$ cat config.mk
export PLATFORM = sky130hd
export DESIGN_NAME = xmap_top
export DESIGN_NICKNAME = d
export VERILOG_FILES = /design/src/rtl/xmap_pkg.sv /design/src/rtl/xmap_table.sv /design/src/rtl/xmap_xlate.sv /design/src/rtl/xmap_seq.sv /design/src/rtl/xmap_status.sv /design/src/rtl/xmap_top.sv
export SDC_FILE = /design/constraint.sdc
export NUM_CORES = 1
export LEC_CHECK = 0
export BUFFER_PORTS_ARGS = -buffer_cell sky130_fd_sc_hd__buf_4
export CAP_MARGIN = 10
export CORE_AREA = 2 2 204 307
export DETAILED_ROUTE_END_ITERATION = 10
export DIE_AREA = 0 0 206 309
export GPL_TIMING_DRIVEN = 0
export SLEW_MARGIN = 10
export SYNTH_ARGS = -nofsm -noshare
export SYNTH_HDL_FRONTEND = slang
export SYNTH_HIERARCHICAL = 1
export SYNTH_SLANG_ARGS = --single-unit
$ cat constraint.sdc
create_clock -name clk -period 5.36 [get_ports clk]
set_input_delay 1.072 -clock clk [delete_from_list [all_inputs] [get_ports clk]]
set_output_delay 1.072 -clock clk [all_outputs]
set_load 0.1 [all_outputs]
$ cat src/rtl/xmap_pkg.sv
package xmap_pkg;

    localparam int LA_W       = 16;
    localparam int PA_W       = 24;
    localparam int PAGE_W     = 4;
    localparam int OFF_W      = LA_W - PAGE_W;
    localparam int N_PAGES    = 1 << PAGE_W;
    localparam int ENT_BYTES  = 4;
    localparam int BSEL_W     = $clog2(ENT_BYTES);
    localparam int STEP_W     = PAGE_W + BSEL_W;
    localparam int N_STEPS    = N_PAGES * ENT_BYTES;
    localparam int FILE_W     = 3;
    localparam int SRAM_AW    = FILE_W + STEP_W;
    localparam int KIND_W     = 2;

    localparam logic [PA_W-1:0] UNMAPPED_BASE = 24'hFF0000;

    typedef enum logic [KIND_W-1:0] {
        ACC_READ  = 2'b00,
        ACC_WRITE = 2'b01,
        ACC_FETCH = 2'b10,
        ACC_RSVD  = 2'b11
    } acc_kind_e;

    typedef struct packed {
        logic wp;
        logic xp;
        logic rp;
    } prot_t;

    typedef struct packed {
        prot_t            prot;
        logic [PA_W-1:0]  base;
    } page_ent_t;

    typedef struct packed {
        logic wr_err;
        logic x_err;
        logic rd_err;
    } viol_t;

    typedef struct packed {
        logic             valid;
        logic             we;
        logic             unmapped;
        logic [PA_W-1:0]  addr;
    } xlate_res_t;

    localparam page_ent_t RESET_ENT = '{prot: '0, base: UNMAPPED_BASE};

    function automatic logic [7:0] pack_prot_byte(prot_t p);
        return {p.wp, p.xp, p.rp, 5'b00000};
    endfunction

    function automatic logic [SRAM_AW-1:0] image_addr(logic [FILE_W-1:0] img,
                                                       logic [STEP_W-1:0] step);
        return {img, step};
    endfunction

endpackage

$ cat src/rtl/xmap_table.sv
module xmap_table
    import xmap_pkg::*;
(
    input  logic               clk,
    input  logic               rst,
    input  logic               wr_en,
    input  logic [PAGE_W-1:0]  wr_idx,
    input  logic [BSEL_W-1:0]  wr_byte,
    input  logic [7:0]         wr_data,
    input  logic [PAGE_W-1:0]  lk_idx,
    output page_ent_t          lk_ent,
    input  logic [PAGE_W-1:0]  rd_idx,
    input  logic [BSEL_W-1:0]  rd_byte,
    output logic [7:0]         rd_data
);

    page_ent_t ents [N_PAGES];

    generate
        for (genvar g = 0; g < N_PAGES; g++) begin : g_page
            page_ent_t ent_q;
            always_ff @(posedge clk) begin
                if (rst) begin
                    ent_q <= RESET_ENT;
                end else if (wr_en && wr_idx == PAGE_W'(g)) begin
                    case (wr_byte)
                        2'd0:    ent_q.prot       <= prot_t'(wr_data[7:5]);
                        2'd1:    ent_q.base[23:16] <= wr_data;
                        2'd2:    ent_q.base[15:8]  <= wr_data;
                        default: ent_q.base[7:0]   <= wr_data;
                    endcase
                end
            end
            assign ents[g] = ent_q;
        end
    endgenerate

    assign lk_ent = ents[lk_idx];

    always_comb begin
        case (rd_byte)
            2'd0:    rd_data = pack_prot_byte(ents[rd_idx].prot);
            2'd1:    rd_data = ents[rd_idx].base[23:16];
            2'd2:    rd_data = ents[rd_idx].base[15:8];
            default: rd_data = ents[rd_idx].base[7:0];
        endcase
    end

endmodule

$ cat src/rtl/xmap_xlate.sv
module xmap_xlate
    import xmap_pkg::*;
(
    input  logic               req,
    input  logic [KIND_W-1:0]  kind,
    input  logic [LA_W-1:0]    addr,
    input  logic               stall,
    input  page_ent_t          ent,
    output xlate_res_t         res,
    output viol_t              viol
);

    acc_kind_e kind_e;
    logic      active;
    logic      is_wr;
    logic      is_fetch;
    logic      is_rd;
    logic      any_viol;
    logic      unmapped_pg;

    always_comb begin
        kind_e   = acc_kind_e'(kind);
        active   = req && !stall;
        is_wr    = (kind_e == ACC_WRITE);
        is_fetch = (kind_e == ACC_FETCH);
        is_rd    = !is_wr && !is_fetch;

        viol.wr_err = active && is_wr    && ent.prot.wp;
        viol.x_err  = active && is_fetch && ent.prot.xp;
        viol.rd_err = active && is_rd    && ent.prot.rp;
        any_viol    = viol.wr_err || viol.x_err || viol.rd_err;

        unmapped_pg  = (ent.base == UNMAPPED_BASE);
        res.addr     = ent.base + {{(PA_W-OFF_W){1'b0}}, addr[OFF_W-1:0]};
        res.unmapped = active && !any_viol && unmapped_pg;
        res.valid    = active && !any_viol && !unmapped_pg;
        res.we       = res.valid && is_wr;
    end

endmodule

$ cat src/rtl/xmap_seq.sv
module xmap_seq
    import xmap_pkg::*;
(
    input  logic                clk,
    input  logic                rst,
    input  logic                ctl_wr,
    input  logic [7:0]          ctl_data,
    output logic                busy,
    output logic [SRAM_AW-1:0]  sram_addr,
    output logic                sram_we,
    output logic                tbl_wr_en,
    output logic [PAGE_W-1:0]   tbl_idx,
    output logic [BSEL_W-1:0]   tbl_byte
);

    localparam logic [STEP_W-1:0] LAST_STEP = STEP_W'(N_STEPS - 1);

    logic                busy_q;
    logic                load_q;
    logic [FILE_W-1:0]   img_q;
    logic [STEP_W-1:0]   step_q;
    logic                unused_ctl_bits;

    assign unused_ctl_bits = ^ctl_data[7:4];

    always_ff @(posedge clk) begin
        if (rst) begin
            busy_q <= 1'b0;
            load_q <= 1'b0;
            img_q  <= '0;
            step_q <= '0;
        end else if (!busy_q) begin
            if (ctl_wr) begin
                busy_q <= 1'b1;
                load_q <= ctl_data[0];
                img_q  <= ctl_data[FILE_W:1];
                step_q <= '0;
            end
        end else begin
            step_q <= step_q + 1'b1;
            if (step_q == LAST_STEP) begin
                busy_q <= 1'b0;
            end
        end
    end

    assign busy      = busy_q;
    assign sram_addr = image_addr(img_q, step_q);
    assign sram_we   = busy_q && !load_q;
    assign tbl_wr_en = busy_q && load_q;
    assign tbl_idx   = step_q[STEP_W-1:BSEL_W];
    assign tbl_byte  = step_q[BSEL_W-1:0];

endmodule

$ cat src/rtl/xmap_status.sv
module xmap_status
    import xmap_pkg::*;
(
    input  logic   clk,
    input  logic   rst,
    input  viol_t  viol_in,
    input  logic   rd_strobe,
    output viol_t  flags,
    output logic   irq_n
);

    viol_t flags_q;

    always_ff @(posedge clk) begin
        if (rst) begin
            flags_q <= '0;
        end else begin
            flags_q <= viol_t'((rd_strobe ? 3'b000 : flags_q) | viol_in);
        end
    end

    assign flags = flags_q;
    assign irq_n = !(flags_q.wr_err || flags_q.x_err || flags_q.rd_err);

endmodule

$ cat src/rtl/xmap_top.sv
module xmap_top
    import xmap_pkg::*;
(
    input  logic                clk,
    input  logic                rst,
    input  logic                cpu_req,
    input  logic [KIND_W-1:0]   cpu_kind,
    input  logic [LA_W-1:0]     cpu_addr,
    output logic                phys_valid,
    output logic                phys_we,
    output logic                phys_unmapped,
    output logic [PA_W-1:0]     phys_addr,
    input  logic                reg_wr,
    input  logic                reg_rd,
    input  logic [7:0]          reg_wdata,
    output logic [7:0]          reg_rdata,
    output logic                irq_n,
    output logic                busy,
    output logic [SRAM_AW-1:0]  sram_addr,
    output logic                sram_we,
    output logic [7:0]          sram_wdata,
    input  logic [7:0]          sram_rdata
);

    page_ent_t           cur_ent;
    xlate_res_t          res;
    viol_t               viol;
    viol_t               flags;
    logic                viol_any;
    logic                tbl_wr_en;
    logic [PAGE_W-1:0]   tbl_idx;
    logic [BSEL_W-1:0]   tbl_byte;

    xmap_seq u_seq (
        .clk       (clk),
        .rst       (rst),
        .ctl_wr    (reg_wr),
        .ctl_data  (reg_wdata),
        .busy      (busy),
        .sram_addr (sram_addr),
        .sram_we   (sram_we),
        .tbl_wr_en (tbl_wr_en),
        .tbl_idx   (tbl_idx),
        .tbl_byte  (tbl_byte)
    );

    xmap_table u_table (
        .clk     (clk),
        .rst     (rst),
        .wr_en   (tbl_wr_en),
        .wr_idx  (tbl_idx),
        .wr_byte (tbl_byte),
        .wr_data (sram_rdata),
        .lk_idx  (cpu_addr[LA_W-1:OFF_W]),
        .lk_ent  (cur_ent),
        .rd_idx  (tbl_idx),
        .rd_byte (tbl_byte),
        .rd_data (sram_wdata)
    );

    xmap_xlate u_xlate (
        .req   (cpu_req),
        .kind  (cpu_kind),
        .addr  (cpu_addr),
        .stall (busy),
        .ent   (cur_ent),
        .res   (res),
        .viol  (viol)
    );

    xmap_status u_status (
        .clk       (clk),
        .rst       (rst),
        .viol_in   (viol),
        .rd_strobe (reg_rd),
        .flags     (flags),
        .irq_n     (irq_n)
    );

    assign viol_any      = viol.wr_err || viol.x_err || viol.rd_err;
    assign phys_valid    = res.valid;
    assign phys_we       = res.we;
    assign phys_unmapped = res.unmapped;
    assign phys_addr     = res.addr;
    assign reg_rdata     = {flags, 5'b00000};

endmodule

==> summary.md <==
| Metric | Value |
|---|---|
| H-tree Lvls | 2 |
| Slowest CP cell | mux4_2 |
| Reg2reg start | u_seq/busy |
| Iter 0 DRT Violations | 3389 |
| Most Frequent Cell on Critical Path | buf_12 |
| First-pass GRT wire length | 181000 um |
| Hold Crit Class | register to register |
| Post-synth top area cell | dfxtp_1 |
| CTS tree | built |
| Final hold vios | 0 |
| Syn Area/Cell | 9.38 um2 |
| Synth top area cells | dfxtp_1 (37%), mux4_2 (22%), a21oi_1 (6.9%), nand2_1 (6.9%), o21ai_0 (4.1%) |
| Max_slew headroom | 0.132 |
| Failing checks | setup timing |
| Commonest non-fill, non-tap cells in the layout | dfxtp_1 (446), nand2_1 (443), a21oi_1 (334), mux4_2 (231), o21ai_0 (194) |
| Sw Ratio | 0.265 |
| Max IR drop VDD | 0.255 mV |
| # DRC | 0 |
| Vias/cell | 6.76 |
| Crit path launch type | primary input |
| Routability cong. | 1.10 |
| WL final | 132000 um |
| Post-synth EDFFs | 0 |
| Ports | 94 |
| Deepest clock path buffer count | 3 |
| Critical Path Source | cpu_addr[12] |
| GRT busiest layer | met2 |
| Area fraction of the dominant cell type after synthesis | 0.369 |
| Vias in the first global route | 23376 |
| Met1 usage | 0.438 |
| Setup slack after layout | -0.154 ns |
| Period utilisation layout | 1.03 |
| Die width | 206 um |
| Grt met2 use | 0.666 |
| Sequential element share of the synthesized area | 0.369 |
| CP Capture Point | phys_addr[21] |
| Met3 GRT Util | 0.105 |
| GR Util All Layers | 0.413 |
| IO Port Bufs | 77 |
| Leak Pwr | 9.46 nW |
| Main synth FF type | dfxtp_1 |
| Netlist cell types | 66 |
| DP Area | 26300 um2 |
| Grt total ovfl | 0 |
| Worst r2r path cells | 8 |
| Worst R2R Setup Slack | 1.31 ns |
| Clock period minus worst slack | 5.51 ns |
| Power Density | 266 nW/um2 |
| RSZ-0062 raised after global routing | yes |
| # hold bufs at CTS | 0 |
| Placed cells | 3449 |
| Non-filler instance count after layout | 3591 |
| Fraction of registers with async set/reset | 0 |
| Status | finished, violations left |
| Switching pwr | 2.04 mW |
| DIE AREA | 63700 um2 |
| Crit Path Category | primary input to primary output |
| Setup-failing EPs final | 17 |
| Antenna violations before repair | 10 |
| Die height | 309 um |
| Row cnt | 111 |
| Post-route cell area | 29000 um2 |
| Largest net degree at the start of global routing | 20 |
| Clock insertion delay at the later pin of the skew report | 0.62 ns |
| Crit-path cells | buf_16, buf_12, buf_12, mux4_2, mux4_2, ha_4, a21oi_1, o21ai_1, a21oi_1, a21boi_4, o211ai_1, xnor2_4, buf_12 |
| Slew Viols, Final | 0 |
| Synth-to-Final Area Change | 20.1% |
| Gate Count Post-Synth | 2576 |
| Drt wl/cell | 36.7 um |
| Clock skew | 0.0243 ns |
| CP Capture Type | primary output |
| Yosys reg bits | 446 |
| DR pass1 iterations | 6 |
| Layout cell share with drive strength beyond 1 | 0.211 |
| Worst slew pin tran | 1.30 ns |
| Core box area | 60800 um2 |
| Via count | 24259 |
| Clk slew on worst S/H paths | 0.06 ns |
| Post-DP HPWL | 98800 um |
| Commonest non-fill, non-tap cell in the layout | dfxtp_1 |
| Total clock sinks | 446 |
| Seq pwr share | 0.430 |
| Maximum clock frequency | 181 MHz |
| TritonCTS Buffers | 49 |
| Starting Density | 0.397 |
| Worst hold margin | 0.463 ns |
| WP data required | 4.29 ns |
| Yosys warnings | 6 |
| RR Endpoint | u_table/ents[429] |
| Highest net fanout along the worst path | 7 |
| Max cap viols | 0 |
| Layout Utilization | 0.477 |
| Comb power frac | 0.091 |
| Largest stage delay, worst path | 0.63 ns |
| Pint | 5.68 mW |
| Post-Synthesis Cell Area | 24200 um2 |
| Nets | 2811 |
| Clock power share | 0.478 |
| CP arrival | 4.44 ns |
| TNS Setup | -1.42 ns |
| ANT nets after route | 0 |
| Clock Tree Root | clkbuf_16 |
## through the flow
stage	setup slack, ns	total power [mW]
CTS	-0.0961	7.72
floorplan	-0.0493	3.77
global route	-0.185	7.88
finish	-0.154	7.72
global placement	-0.982	4.03
detailed placement	-0.983	4.03
## kinds of logic (layout without fill, tap and decap cells)
family                   after synthesis  count (layout)  synth area share
other                                  1               9          0.000155
XOR/XNOR                              21              21           0.00761
AO/OA/AOI/OAI                        695             695             0.167
flip-flops                           446             446             0.369
buffers and inverters                279             495            0.0493
multiplexers                         266             266             0.233
adder cells (fa/ha/maj)               16              16           0.00859
AND/OR/NAND/NOR                      852             852             0.165
## how the worst min path moves through the flow
stage,start,to,cells past startpoint
2_1_floorplan,u_table/ents[402],u_table/ents[402],2
3_3_place_gp,u_table/ents[354],u_table/ents[354],2
3_5_place_dp,u_table/ents[356],u_table/ents[356],2
4_1_cts,u_table/ents[356],u_table/ents[356],2
5_1_grt,u_table/ents[84],u_table/ents[84],2
6_report,u_seq/img_q[0],u_seq/img_q[0],2
## critical path, delay by kind of cell
| kind | cells | cell delay (ns) |
|---|---|---|
| mux | 2 | 1.25 |
| compound gates | 5 | 1.01 |
| buf+inv | 4 | 0.60 |
| fa+ha+maj | 1 | 0.31 |
| xor+xnor | 1 | 0.18 |
## power by group through the flow
stage / logic, mW / registers [mW] / clock network (mW)
floorplan: 0.361 / 3.41 / 0
global placement: 0.631 / 3.40 / 0
detailed placement: 0.633 / 3.40 / 0
CTS: 0.676 / 3.32 / 3.72
global route: 0.706 / 3.32 / 3.85
finish: 0.706 / 3.32 / 3.69
## flip-flops by register name (all words and copies together), names as in the netlist
signal,cells
u_seq/step_q,6
u_seq/img_q,3
u_status/flags,3
u_seq/busy,1
u_seq/load_q,1
u_table/ents,432
## routing by layer
layer | vias to the layer above | part of all wire | wire length [um]
met4 | 6 | 0.12 | 15500
met5 | - | 0.00031 | 41
met1 | 12040 | 0.32 | 42500
met2 | 1756 | 0.46 | 61100
met3 | 645 | 0.096 | 12600
li1 | 9812 | - | -
## synthesized netlist by cell type, types with 8 or more instances
cell type and n:
xnor2_1 16, nand3_1 138, and2_1 9, dfxtp_1 446, buf_1 19, nand2b_1 9, nand2_1 445, o21ai_0 197
a22o_1 9, mux2i_1 28, nand4_1 8, a21oi_1 335, mux4_2 231, buf_2 35, nor2b_1 93, a22oi_1 17
clkbuf_1 192, buf_4 16, inv_1 11, ha_1 15, nor2_1 66, nand3b_1 40, and3_1 14, a211o_1 88
## area by class of cell
class / instances / area, um2
fillers: 5776 / 31800
multi-input cells: 1855 / 14600
flip-flops and latches: 446 / 8930
plain buffers: 265 / 1520
clock buffers: 69 / 1450
repair buffers: 127 / 1180
well taps: 791 / 990
clock inverters: 22 / 273
inverters: 12 / 45.0
diodes: 4 / 10.0
## what timing repair did
item	CTS	global route
resized for setup	113	20
pin swaps	18	15
gates cloned	1	0
setup buffers	36	12
setup endpoints to repair	28	24
(Power assumes the default switching activity.)
